===== src/rtl/mrd_pkg.sv =====
package mrd_pkg;
  localparam int NUM_RATIO = 6;

  typedef logic [2:0] ratio_code_t;
  localparam ratio_code_t RATIO_NONE = 3'd7;

  // Nominal master clocks per sample for each code, ascending
  function automatic int nominal_ratio(input int idx);
    case (idx)
      0:       return 128;
      1:       return 192;
      2:       return 256;
      3:       return 384;
      4:       return 512;
      5:       return 768;
      default: return 0;
    endcase
  endfunction
endpackage


===== src/rtl/mrd_lrclk_sync.sv =====
module mrd_lrclk_sync #(
  parameter int STAGES = 2
) (
  input  logic clk_i,
  input  logic rst_ni,
  input  logic lrclk_i,
  output logic rise_o
);
  localparam int W = STAGES + 1;

  logic [W-1:0] stg_q;

  always_ff @(posedge clk_i or negedge rst_ni) begin
    if (!rst_ni) stg_q <= '0;
    else         stg_q <= {stg_q[W-2:0], lrclk_i};
  end

  assign rise_o = stg_q[STAGES-1] & ~stg_q[STAGES];
endmodule


===== src/rtl/mrd_enable_ctl.sv =====
module mrd_enable_ctl (
  input  logic clk_i,
  input  logic rst_ni,
  input  logic en_i,
  output logic active_o
);
  logic en_q, armed_q;

  // en_q resets high so an enable already high out of reset is not an edge
  always_ff @(posedge clk_i or negedge rst_ni) begin
    if (!rst_ni) begin
      en_q    <= 1'b1;
      armed_q <= 1'b0;
    end else begin
      en_q <= en_i;
      if (!en_i)      armed_q <= 1'b0;
      else if (!en_q) armed_q <= 1'b1;
    end
  end

  assign active_o = armed_q & en_i;
endmodule


===== src/rtl/mrd_period_counter.sv =====
module mrd_period_counter #(
  parameter int CNT_W = 10
) (
  input  logic             clk_i,
  input  logic             rst_ni,
  input  logic             active_i,
  input  logic             rise_i,
  output logic [CNT_W-1:0] meas_o,
  output logic             meas_valid_o
);
  localparam logic [CNT_W-1:0] CNT_MAX = '1;
  localparam logic [CNT_W-1:0] CNT_ONE = CNT_W'(1);

  logic [CNT_W-1:0] cnt_q;
  logic             open_q;

  always_ff @(posedge clk_i or negedge rst_ni) begin
    if (!rst_ni) begin
      cnt_q        <= '0;
      open_q       <= 1'b0;
      meas_o       <= '0;
      meas_valid_o <= 1'b0;
    end else if (!active_i) begin
      cnt_q        <= '0;
      open_q       <= 1'b0;
      meas_o       <= '0;
      meas_valid_o <= 1'b0;
    end else begin
      meas_valid_o <= 1'b0;
      if (rise_i) begin
        if (open_q) begin
          meas_o       <= cnt_q;
          meas_valid_o <= 1'b1;
        end
        open_q <= 1'b1;
        cnt_q  <= CNT_ONE;
      end else if (open_q) begin
        if (cnt_q == CNT_MAX) begin
          // stalled word clock: keep reporting an impossible period
          meas_o       <= CNT_MAX;
          meas_valid_o <= 1'b1;
        end else begin
          cnt_q <= cnt_q + CNT_ONE;
        end
      end
    end
  end
endmodule


===== src/rtl/mrd_ratio_match.sv =====
module mrd_ratio_match
  import mrd_pkg::*;
#(
  parameter int CNT_W = 10,
  parameter int TOL   = 8
) (
  input  logic [CNT_W-1:0] meas_i,
  output ratio_code_t      code_o
);
  logic [NUM_RATIO-1:0] hit;

  for (genvar i = 0; i < NUM_RATIO; i++) begin : g_win
    localparam int LO = nominal_ratio(i) - TOL;
    localparam int HI = nominal_ratio(i) + TOL;
    assign hit[i] = (int'(meas_i) >= LO) && (int'(meas_i) <= HI);
  end

  // windows never overlap, so at most one bit is set
  always_comb begin
    code_o = RATIO_NONE;
    for (int i = 0; i < NUM_RATIO; i++) begin
      if (hit[i]) code_o = ratio_code_t'(i);
    end
  end
endmodule


===== src/rtl/mrd_lock_ctl.sv =====
module mrd_lock_ctl
  import mrd_pkg::*;
(
  input  logic        clk_i,
  input  logic        rst_ni,
  input  logic        active_i,
  input  logic        meas_valid_i,
  input  ratio_code_t code_i,
  output ratio_code_t ratio_o,
  output logic        lock_o,
  output logic        mute_o
);
  ratio_code_t cand_q;
  logic        agree;

  assign agree = (code_i != RATIO_NONE) && (code_i == cand_q);

  always_ff @(posedge clk_i or negedge rst_ni) begin
    if (!rst_ni) begin
      cand_q  <= RATIO_NONE;
      ratio_o <= RATIO_NONE;
      lock_o  <= 1'b0;
      mute_o  <= 1'b1;
    end else if (!active_i) begin
      cand_q  <= RATIO_NONE;
      ratio_o <= RATIO_NONE;
      lock_o  <= 1'b0;
      mute_o  <= 1'b1;
    end else if (meas_valid_i) begin
      cand_q  <= code_i;
      ratio_o <= agree ? code_i : RATIO_NONE;
      lock_o  <= agree;
      mute_o  <= ~agree;
    end
  end
endmodule


===== src/rtl/mclk_ratio_detect.sv =====
module mclk_ratio_detect
  import mrd_pkg::*;
#(
  parameter int CNT_W       = 10,
  parameter int TOL         = 8,
  parameter int SYNC_STAGES = 2
) (
  input  logic       clk_i,
  input  logic       rst_ni,
  input  logic       en_i,
  input  logic       lrclk_i,
  output logic [2:0] ratio_o,
  output logic       lock_o,
  output logic       mute_o
);
  logic             active;
  logic             lr_rise;
  logic [CNT_W-1:0] meas;
  logic             meas_valid;
  ratio_code_t      code;
  ratio_code_t      ratio_q;

  mrd_enable_ctl i_en (
    .clk_i   (clk_i),
    .rst_ni  (rst_ni),
    .en_i    (en_i),
    .active_o(active)
  );

  mrd_lrclk_sync #(.STAGES(SYNC_STAGES)) i_sync (
    .clk_i  (clk_i),
    .rst_ni (rst_ni),
    .lrclk_i(lrclk_i),
    .rise_o (lr_rise)
  );

  mrd_period_counter #(.CNT_W(CNT_W)) i_cnt (
    .clk_i       (clk_i),
    .rst_ni      (rst_ni),
    .active_i    (active),
    .rise_i      (lr_rise),
    .meas_o      (meas),
    .meas_valid_o(meas_valid)
  );

  mrd_ratio_match #(.CNT_W(CNT_W), .TOL(TOL)) i_match (
    .meas_i(meas),
    .code_o(code)
  );

  mrd_lock_ctl i_lock (
    .clk_i       (clk_i),
    .rst_ni      (rst_ni),
    .active_i    (active),
    .meas_valid_i(meas_valid),
    .code_i      (code),
    .ratio_o     (ratio_q),
    .lock_o      (lock_o),
    .mute_o      (mute_o)
  );

  assign ratio_o = ratio_q;
endmodule


===== config.mk =====
export PLATFORM = sky130hd
export DESIGN_NAME = mclk_ratio_detect
export DESIGN_NICKNAME = d
export VERILOG_FILES = /design/src/rtl/mrd_pkg.sv /design/src/rtl/mrd_lrclk_sync.sv /design/src/rtl/mrd_enable_ctl.sv /design/src/rtl/mrd_period_counter.sv /design/src/rtl/mrd_ratio_match.sv /design/src/rtl/mrd_lock_ctl.sv /design/src/rtl/mclk_ratio_detect.sv
export SDC_FILE = /design/constraint.sdc
export NUM_CORES = 1
export LEC_CHECK = 0
export ABC_AREA = 1
export BUFFER_PORTS_ARGS = -buffer_cell sky130_fd_sc_hd__buf_2
export CAP_MARGIN = 20
export CORE_ASPECT_RATIO = 0.6
export CORE_MARGIN = 3
export CORE_UTILIZATION = 31
export DETAILED_ROUTE_END_ITERATION = 10
export PLACE_DENSITY = 0.56
export SYNTH_ARGS = -nofsm -noshare
export SYNTH_HDL_FRONTEND = slang
export SYNTH_SLANG_ARGS = --single-unit

===== constraint.sdc =====
create_clock -name clk_i -period 1.8 [get_ports clk_i]
set_input_delay 0.36 -clock clk_i [delete_from_list [all_inputs] [get_ports clk_i]]
set_output_delay 0.36 -clock clk_i [all_outputs]
set_load 0.03 [all_outputs]

==> results.txt, run 1 <==
Syn Area/Cell: 7.43 um^2
Cell area after layout: 2550 um^2
Clock power share: 0.443
Final hold violations: 0
CORE AREA: 5810 um^2
Overall power: 1.63 mW
Root Buffer: clkbuf_8
Worst min path class: in2async
Hold-fix buffers at CTS: 0
Critical Path Slowest Stage Cell: dfrtp_1
Post-synth top flop: dfrtp_1
Final worst setup slack: -0.0168 ns
Post-route DRC: 0
Worst r2r src: i_cnt.cnt_q[0]
P per Cell Area: 640 nW/um^2
Critical path type: reg2reg
TritonCTS clock tree: built
Place WS: -0.0374 ns
Crit-path max cell delay: 0.37 ns
Failing checks: setup timing
Switch Pwr: 0.383 mW
R2R Path End: i_cnt.cnt_q[9]
Die span in x: 108 um
Switching share of power: 0.235
Commonest non-fill, non-tap cell in the layout: nand2_1
Max-slew headroom: 0.703
Number of synthesized flops with an enable pin: 0
Worst-case reg-to-reg path depth: 13
Clk_skew: 0.0138 ns
Drt via density: 4.66
F_max: 550 MHz
Cell row count: 21
Met3 global-route usage: 0.0401
Cell area after placement: 2140 um^2
Remaining global-route overflow: 0
First-pass GRT wire length: 7540 um
Area of the mapped netlist: 1950 um^2
Layout area overhead: 31.1%
R2R Setup Slk: -0.02 ns
Pre-Repair DR Iteration Count: 4
Top-Level Pins: 9
CP dominant cell by count: nand2_2
Wire length per cell: 12.3 um
# diodes: 0
Initial DRC count: 98
Most frequent cells in the layout: 53 x nand2_1, 27 x inv_1, 27 x nor2_1, 26 x buf_4, 25 x dfrtp_1
Slew @ Worst Pin: 0.446 ns
Met2 usage: 0.179
Fin crit share: 1.01
Comb pwr share: 0.064
Total wire length: 4740 um
Status: complete, but fails checks
Clock sinks: 35
Mapped Cells: 262
Async SR Flop Fraction: 1.00
Post-synthesis sequential area ratio: 0.455
Final setup fails: 7
Clock buffer count from CTS: 5
Maximum root-to-sink buffer count: 2
Synthesized flop and latch total: 35
Library cells used by synthesis: 30
Worst Path Max Fanout: 8
CP required: 1.99 ns
Post-route ant nets: 0
Ratio of cells with drive above 1 in the final layout: 0.362
Max_cap viols: 0
DIE AREA: 7290 um^2
Met1 usage: 0.210
Starting Density: 0.335
H-Tree Depth: 2
Sequential Power Share: 0.493
Leakage Power: 1.16 nW
Largest net degree at the start of global routing: 36
VDD IR max: 0.000403 V
Gpl congestion: 0.806
Post-synthesis net count: 267
Clock-pin slew on the worst setup and hold paths: 0.08 ns
Arrival time at the worst endpoint: 2.00 ns
Worst path cell trace: ha_2 > nand2_2 > nor2_4 > nand2_2 > nor2_1 > nand2_1 > nor2_2 > nand2_2 > nand2_4 > nand2_8 > nand3_2 > xor2_1 > nor2_1
Via count: 1,791
CP startpoint kind: flip-flop
P_int: 1.25 mW
Initial antenna violation count: 0
CP top delay family: simple AND/OR/NAND/NOR gates
CP endpoint kind: flip-flop
CP bufs+invs: 0
Ys Warns: 0
DP Wirelength: 3250 um
GR peak layer: met1
PortBufs: 8
Die H: 67.4 um
Final Net Count: 308
Max-slew violation count: 0
Overall routing resource usage: 0.134
Vias in the first global route: 1,568
RSZ-0062 raised after global routing: yes
Fin crit period: 1.82 ns
Worst-skew pair later-pin latency: 0.29 ns
[state kept, by name, indices dropped and copies added (netlist names)]
| name | cells |
|---|---|
| i_cnt.cnt_q | 10 |
| i_cnt.meas_o | 10 |
| i_cnt.meas_valid_o | 1 |
| i_cnt.open_q | 1 |
| i_en.armed_q | 1 |
| i_en.en_q | 1 |
| i_lock.cand_q | 3 |
| i_lock.lock_o | 1 |
| i_lock.mute_o | 1 |
| i_lock.ratio_o | 3 |
| i_sync.stg_q | 3 |
[power groups by stage]
stage / sequential, mW / combinational (mW) / clock [mW]
finish: 0.804 / 0.104 / 0.724
global route: 0.804 / 0.119 / 0.800
CTS: 0.803 / 0.0911 / 0.755
detailed placement: 0.817 / 0.0894 / 0
global placement: 0.817 / 0.0890 / 0
floorplan: 0.817 / 0.0446 / 0
[timing repair]
item | CTS | global route
gates resized for setup | 5 | 63
pin swaps | 1 | 14
setup endpoints to repair | 8 | 25
gates cloned | 1 | 0
buffers inserted | 1 | 17
[through the flow]
step	util	setup TNS (ns)	std cells	hold WS, ns
final	0.439	-0.0683	384	0.0879
after global routing	0.439	-2.61	384	0.113
after CTS	0.393	-0.00399	367	0.0969
after detailed placement	0.369	-0.0754	357	0.354
after global placement	0.369	0	357	0.339
after floorplan	-	0	262	0.0644
[synth_stat cells (all sizes together), types with 2 or more instances]
master,instances,share of area
buf,2,0.0084
nand4,2,0.0064
a21oi,11,0.028
o21ai,33,0.085
dfstp,8,0.11
nor2,36,0.077
o21a,2,0.0077
nor3,2,0.0077
dfrtp,27,0.35
nand2,73,0.16
inv,37,0.071
or2,2,0.0064
nand3,18,0.046
[worst max path at each step]
stage	slack [ns]	endpoint	depth (start not counted)	from
final	-0.02	i_cnt.cnt_q[9]	13	i_cnt.cnt_q[0]
after detailed placement	-0.04	i_cnt.meas_o[5]	12	i_cnt.cnt_q[0]
after global placement	0.05	i_lock.mute_o	13	i_cnt.meas_o[8]
after floorplan	0.11	i_cnt.cnt_q[4]	13	i_cnt.cnt_q[0]
after global routing	-0.15	i_cnt.meas_o[7]	13	i_cnt.cnt_q[0]
after CTS	-0.003	i_cnt.meas_o[0]	13	i_cnt.cnt_q[0]
[routing by layer]
layer  routed length (um)  vias up  share of wire
li1                     -      926              -
met1                 2640      828           0.56
met2                 1850       35           0.39
met3                  227        2          0.048
met4                   13        0         0.0027
met5                    0        -              0
[area by class of cell]
type | count | area, um^2
fill | 583 | 3260
multi-input combinational | 187 | 1040
sequential | 35 | 888
timing repair buffer | 36 | 251
inverter | 37 | 146
tap | 80 | 100
clock buffer | 5 | 68.8
clock inverter | 3 | 47.5
timing repair inverter | 1 | 7.51
[kinds of logic (layout without fill, tap and decap cells)]
logic type,after synthesis,count (layout),share of synthesized area
compound gates,52,52,0.145
xor+xnor,1,1,0.00450
flops,35,35,0.455
buf+inv,40,82,0.0817
simple gates,133,133,0.307
fa+ha+maj,1,1,0.00643
Note: power is estimated with default switching activity, not from simulation.
==> run 2: changes to the inputs <==
ABC_AREA = 0   (was 1)
==> run 2 against run 1 <==
  * The flow still finishes with violations (setup timing)
  * Clock power rose by 1%
  * Final area decreased by 17%
  * Via count fell by 26%
  * Critical path depth shrank 8
  * Hold slack improved by 0.021 ns
  * Fmax rose by 0.14%
  * Die area shrank 11%
  * Count of clock-buffer cells in the layout is 1 higher
  * Power fell by 2.1%
  * Global-route usage is 0.47 points lower
  * Sequential power is 0.5% lower
  * Critical path type unchanged
  * Highest routed layer is now met3
==> results.txt, run 2 <==
Syn Area/Cell: 10.1 um^2 (+37%)
Arrival time at the worst endpoint: 2.03 ns (+0.03 ns)
VDD IR max: 0.000523 V (+30%)
Library cells used by synthesis: 47 (+57%)
CP startpoint kind: flip-flop
Total wire length: 3780 um (-20%)
P_int: 1.26 mW (+1.1%)
Gpl congestion: 0.779 (-3.4%)
Number of synthesized flops with an enable pin: 0 (unchanged)
Root Buffer: clkbuf_8
Vias in the first global route: 1,284 (-18%)
Overall routing resource usage: 0.129 (-0.00470)
Initial antenna violation count: 0 (unchanged)
Leakage Power: 0.857 nW (-26%)
Cell total after placement: 254 (-29%)
Worst min path class: in2async
Most numerous cell in the Yosys netlist: dfrtp_1
Area of the mapped netlist: 1730 um^2 (-11%)
Critical path type: reg2reg
Post-synth top flop: dfrtp_1
Status: complete, but fails checks
Worst Path Max Fanout: 4 (-4)
Final core occ: 0.407 (-0.0317)
Remaining global-route overflow: 0 (unchanged)
Post-synthesis net count: 175 (-34%)
Sequential Power Share: 0.501 (+0.008)
Failing checks: setup timing
Post-synth top cells: 27 x dfrtp_1, 15 x a21oi_1, 15 x nor2_1
Drt via density: 5.04 (+8.1%)
Setup TNS: -0.0143 ns (+0.0541 ns)
Final worst setup slack: -0.0143 ns (+0.00256 ns)
RSZ-0062 raised after global routing: yes
DP Wirelength: 2780 um (-15%)
DIE AREA: 6530 um^2 (-11%)
Pre-Repair DR Iteration Count: 4 (unchanged)
Max-slew violation count: 0 (unchanged)
Clock buffer count from CTS: 5 (unchanged)
CP endpoint kind: flip-flop
Commonest non-fill, non-tap cell in the layout: dfrtp_1
Final Net Count: 202 (-34%)
Switch Pwr: 0.335 mW (-12%)
Clock sinks: 35 (unchanged)
Starting Density: 0.331 (-0.00357)
Post-synthesis sequential area ratio: 0.513 (+0.0581)
Slew @ Worst Pin: 0.448 ns (+0.00231 ns)
Final hold violations: 0 (unchanged)
Hold-fix buffers at CTS: 0 (unchanged)
FILL cells: 514 (-12%)
Largest registers: i_cnt.cnt_q (10), i_cnt.meas_o (10)
F_max: 551 MHz (+0.14%)
Max_cap viols: 0 (unchanged)
Initial DRC count: 41 (-58%)
Top-Level Pins: 9 (unchanged)
Max-slew headroom: 0.701 (-0.00154)
Largest net degree at the start of global routing: 36 (unchanged)
Cell row count: 20 (-4.8%)
Maximum root-to-sink buffer count: 2 (unchanged)
Clock-pin slew on the worst setup and hold paths: 0.07 ns (about the same)
Most frequent cells in the layout: 26 x dfrtp_1, 20 x buf_4, 15 x nor2_1, 14 x a21oi_1, 13 x nand2_1
Synth top area share: 0.392 (+0.0443)
Fin crit share: 1.01 (-0.00142)
Largest area contributor in the netlist: dfrtp_1
Ratio of cells with drive above 1 in the final layout: 0.308 (-0.0538)
Async SR Flop Fraction: 1.00 (unchanged)
Synth top area cells: dfrtp_1 39%, dfstp_2 12%, a21oi_1 4.4%
Wire length per cell: 14.3 um (+16%)
CP required: 2.02 ns (+0.03 ns)
Final setup fails: 1 (-6)
Layout area overhead: 22.9%
# diodes: 0 (unchanged)
Clk_skew: 0.00874 ns (-0.00505 ns)
H-Tree Depth: 2 (unchanged)
Clock power share: 0.459 (+0.016)
Switching share of power: 0.210 (-0.0246)
Overall power: 1.60 mW (-2.1%)
Via count: 1,331 (-26%)
Die H: 63.8 um (-5.3%)
Comb pwr share: 0.040 (-0.024)
Fin crit period: 1.81 ns (-0.00256 ns)
Post-route DRC: 0 (unchanged)
TritonCTS clock tree: built
Post-Layout Cell Count: 264 (-31%)
Ys Warns: 0 (unchanged)
Die span in x: 102 um (-5.5%)
P per Cell Area: 753 nW/um^2 (+18%)
Synthesized flop and latch total: 35 (unchanged)
Mapped Cells: 170 (-35%)
PortBufs: 8 (unchanged)
CORE AREA: 5200 um^2 (-10%)
Post-route ant nets: 0 (unchanged)
First-pass GRT wire length: 6530 um (-13%)
Worst-skew pair later-pin latency: 0.28 ns (about the same)
[run 2: per-layer routing]
layer	wire length, um	track usage	vias up
met5	0	0	-
met4	0	0.0262	0
met3	129	0.0414	0
met2	1420	0.160	20
met1	2230	0.212	644
li1	-	-	667
[run 2: cell families after synthesis]
group,count (synthesis),share of synthesized area
AO/OA/AOI/OAI,46,0.189
XOR/XNOR,12,0.0609
adder cells (fa/ha/maj),1,0.00725
buffers and inverters,15,0.0377
flip-flops,35,0.513
multiplexers,2,0.0116
AND/OR/NAND/NOR,59,0.181
[run 2: worst max-delay path: stages, from the launching register on]
cell and delay [ns]:
dfrtp_1 0.41, o31ai_4 0.34, nand4b_1 0.22, a2111oi_4 0.39
a211oi_2 0.09, o32a_1 0.31
[run 2: layout make-up]
cell class / instances / area, um^2 / share of cell area
Tap cell: 66 / 82.6 / 0.0389
Inverter: 7 / 26.3 / 0.0124
Sequential cell: 35 / 887 / 0.418
Clock buffer: 6 / 82.6 / 0.0389
Timing Repair Buffer: 28 / 190 / 0.0897
Clock inverter: 2 / 35.0 / 0.0165
Multi-Input combinational cell: 120 / 817 / 0.385
[run 2: path summary, 6_finish.rpt]
| kind | from | end | slack [ns] | depth (start not counted) |
|---|---|---|---|---|
| setup / recovery | i_cnt.meas_o[1] | i_lock.ratio_o[2] | -0.01 | 5 |
| hold / removal | rst_ni | i_sync.stg_q[0] | 0.11 | 2 |
| setup reg to reg | i_cnt.meas_o[1] | i_lock.ratio_o[2] | -0.01 | 5 |
| hold reg to reg | i_sync.stg_q[0] | i_sync.stg_q[1] | 0.36 | 0 |
| max in group asynchronous | rst_ni | i_lock.ratio_o[2] | 1.35 | 2 |
| min in group clk_i | lrclk_i | i_sync.stg_q[0] | 0.18 | 1 |
[run 2: stage by stage]
step                hold slack (ns)  instance area, um^2  worst slack, ns
finish                        0.109                 2120          -0.0143
global route                  0.133                 2120           -0.104
CTS                           0.119                 2090          -0.0277
detailed placement            0.342                 1940          -0.0643
global placement              0.342                 1940          -0.0545
floorplan                    0.0644                 1730           0.0466
[run 2: power groups by stage]
stage / sequential [mW] / combinational (mW) / clock (mW)
floorplan: 0.814 / 0.0259 / 0
global placement: 0.814 / 0.0646 / 0
detailed placement: 0.814 / 0.0635 / 0
CTS: 0.800 / 0.0642 / 0.747
global route: 0.800 / 0.0722 / 0.790
finish: 0.800 / 0.0641 / 0.734
[run 2: what timing repair did]
item / 4_1_cts / 5_1_grt
hold endpoints to repair: 0 / 0
cloned: 0 / 0
setup endpoints to repair: 3 / 16
resized for setup: 4 / 9
buffers inserted: 1 / 1
pin swaps: 6 / 9
==> run 3: changes to the inputs <==
PLACE_DENSITY = unset   (was 0.56)
REMOVE_ABC_BUFFERS = 1   (was unset)
TNS_END_PERCENT = 50   (was unset)
==> run 3 against run 2 <==
  * The run still ends with setup timing left
  * Hold slack got worse by 0.012 ns
  * Count of clock-buffer cells in the layout fell by 1
  * Clock power fell by 25%
  * First-iteration DRC count fell by 46%
  * Largest power group unchanged
  * Highest routed layer is now met4
==> results.txt, run 3 (synthesis results as in run 2) <==
Top-Level Pins: 9 (unchanged)
P_int: 1.08 mW (-15%)
Post-route DRC: 0 (unchanged)
Clock buffer count from CTS: 5 (unchanged)
Initial antenna violation count: 0 (unchanged)
Pre-Repair DR Iteration Count: 4 (unchanged)
Final setup fails: 1 (unchanged)
Reg area: 887 um^2 (unchanged)
Die H: 63.8 um (unchanged)
F_max: 546 MHz (-1.0%)
RSZ-0062 raised after global routing: yes
Fin crit period: 1.83 ns (+0.0185 ns)
P per Cell Area: 675 nW/um^2 (-10%)
TritonCTS clock tree: built
Worst-skew pair later-pin latency: 0.28 ns (about the same)
PortBufs: 8 (unchanged)
Fin crit share: 1.02 (+0.0103)
Worst min path class: in2async
First-pass GRT wire length: 6490 um (-0.73%)
Final hold violations: 0 (unchanged)
Die span in x: 102 um (unchanged)
Final Net Count: 204 (+0.99%)
Leakage Power: 0.856 nW (-0.11%)
Slew @ Worst Pin: 0.448 ns (-0.000771 ns)
Worst Path Max Fanout: 4 (unchanged)
Switching share of power: 0.237 (+0.0271)
Starting Density: 0.331 (unchanged)
Switch Pwr: 0.335 mW (-0.11%)
FILL cells: 523 (+1.8%)
Largest net degree at the start of global routing: 36 (unchanged)
H-Tree Depth: 2 (unchanged)
CP startpoint kind: flip-flop
Root Buffer: clkbuf_8
Clock sinks: 35 (unchanged)
Layout area overhead: 21.4%
Maximum root-to-sink buffer count: 2 (unchanged)
Max-slew headroom: 0.702 (about the same)
Drt via density: 4.91 (-2.6%)
# diodes: 0 (unchanged)
Critical Path Slowest Stage Cell: a2111oi_4
Clock power share: 0.390 (-0.069)
Comb pwr share: 0.044 (+0.004)
Final worst setup slack: -0.0328 ns (-0.0185 ns)
Initial DRC count: 22 (-46%)
Via count: 1,306 (-1.9%)
Sequential Power Share: 0.566 (+0.065)
Failing checks: setup timing
Commonest non-fill, non-tap cell in the layout: dfrtp_1
Gpl congestion: 0.837 (+7.5%)
Setup TNS: -0.0328 ns (-0.0185 ns)
Largest registers: i_cnt.cnt_q (10), i_cnt.meas_o (10)
CP bufs+invs: 0 (unchanged)
Total wire length: 3820 um (+1.0%)
Multi-input gate area: 810 um^2 (-0.92%)
Overall routing resource usage: 0.128 (-0.000923)
Ratio of cells with drive above 1 in the final layout: 0.300 (-0.00808)
Worst path cell trace: o31ai_4 > nand4b_1 > a2111oi_4 > a211oi_2 > o32a_1
Clk_skew: 0.00312 ns (-0.00562 ns)
DIE AREA: 6530 um^2 (unchanged)
Max-slew violation count: 0 (unchanged)
CP top delay family: compound AO/OA/AOI/OAI gates
CP endpoint kind: flip-flop
Arrival time at the worst endpoint: 2.04 ns (about the same)
Crit-path max cell delay: 0.44 ns (+0.03 ns)
Critical path type: reg2reg
Hold-fix buffers at CTS: 0 (unchanged)
CP required: 2.01 ns (about the same)
Wire length per cell: 14.3 um (+0.27%)
Most frequent cells in the layout: 26 x dfrtp_1, 22 x buf_4, 15 x nor2_1, 15 x a21oi_1, 13 x nand2_1
Clock-pin slew on the worst setup and hold paths: 0.07 ns (about the same)
CORE AREA: 5200 um^2 (unchanged)
Vias in the first global route: 1,235 (-3.8%)
R2R Setup Slk: -0.03 ns (-0.02 ns)
Max_cap viols: 0 (unchanged)
Cell row count: 20 (unchanged)
Remaining global-route overflow: 0 (unchanged)
VDD IR max: 0.000269 V (-49%)
DP Wirelength: 2670 um (-3.9%)
Post-route ant nets: 0 (unchanged)
Overall power: 1.41 mW (-12%)
Status: complete, but fails checks
## run 3: routing by layer
layer	track usage	vias to the layer above	share of wire
li1	-	668	-
met1	0.217	617	0.58
met2	0.159	18	0.38
met3	0.0393	3	0.035
met4	0.0147	0	0.0045
met5	0	-	0
## run 3: area by class of cell
type / instances / area share
Timing Repair Buffer: 30 / 0.0980
Inverter: 7 / 0.0125
Sequential cell: 35 / 0.424
Clock buffer: 5 / 0.0329
Multi-Input combinational cell: 120 / 0.386
Tap cell: 66 / 0.0394
Clock inverter: 3 / 0.00717
## run 3: metrics by stage
stage	area (um^2)	hold slack (ns)	setup WS (ns)	util	cells
CTS	2040	0.118	-0.00826	0.393	264
detailed placement	1950	0.335	0.00431	0.375	255
floorplan	1690	0.0644	0.0466	-	162
global route	2090	0.128	-0.134	0.402	266
global placement	1950	0.338	0.0315	0.375	255
finish	2090	0.0969	-0.0328	0.402	266
## run 3: power by group through the flow
stage / Combinational (mW) / Sequential [mW] / Clock, mW
CTS: 0.0626 / 0.800 / 0.569
global route: 0.0724 / 0.801 / 0.606
global placement: 0.0605 / 0.815 / 0
finish: 0.0629 / 0.800 / 0.551
floorplan: 0.0196 / 0.816 / 0
detailed placement: 0.0610 / 0.815 / 0
## run 3: worst reg2reg max path: cells and delay by family (launching register included)
kind	cells	cell delay, ns
AND/OR/NAND/NOR	1	0.22
AO/OA/AOI/OAI	4	1.14
flip-flops	1	0.41
## run 3: worst paths after layout
| check | from | end | cells after the start |
|---|---|---|---|
| worst min-delay path | rst_ni | i_cnt.meas_o[7] | 2 |
| max in group asynchronous | rst_ni | i_lock.ratio_o[1] | 2 |
| worst max-delay path | i_cnt.meas_o[0] | i_lock.ratio_o[2] | 5 |
| worst min register to register | i_sync.stg_q[0] | i_sync.stg_q[1] | 0 |
| worst max register to register | i_cnt.meas_o[0] | i_lock.ratio_o[2] | 5 |
| min in group clk_i | lrclk_i | i_sync.stg_q[0] | 1 |
## run 3: repair_timing
action                                  CTS  global route
gates resized for setup                   0             8
setup buffers                             1             2
pin swaps                                 0             6
endpoints found under the setup margin    4            16
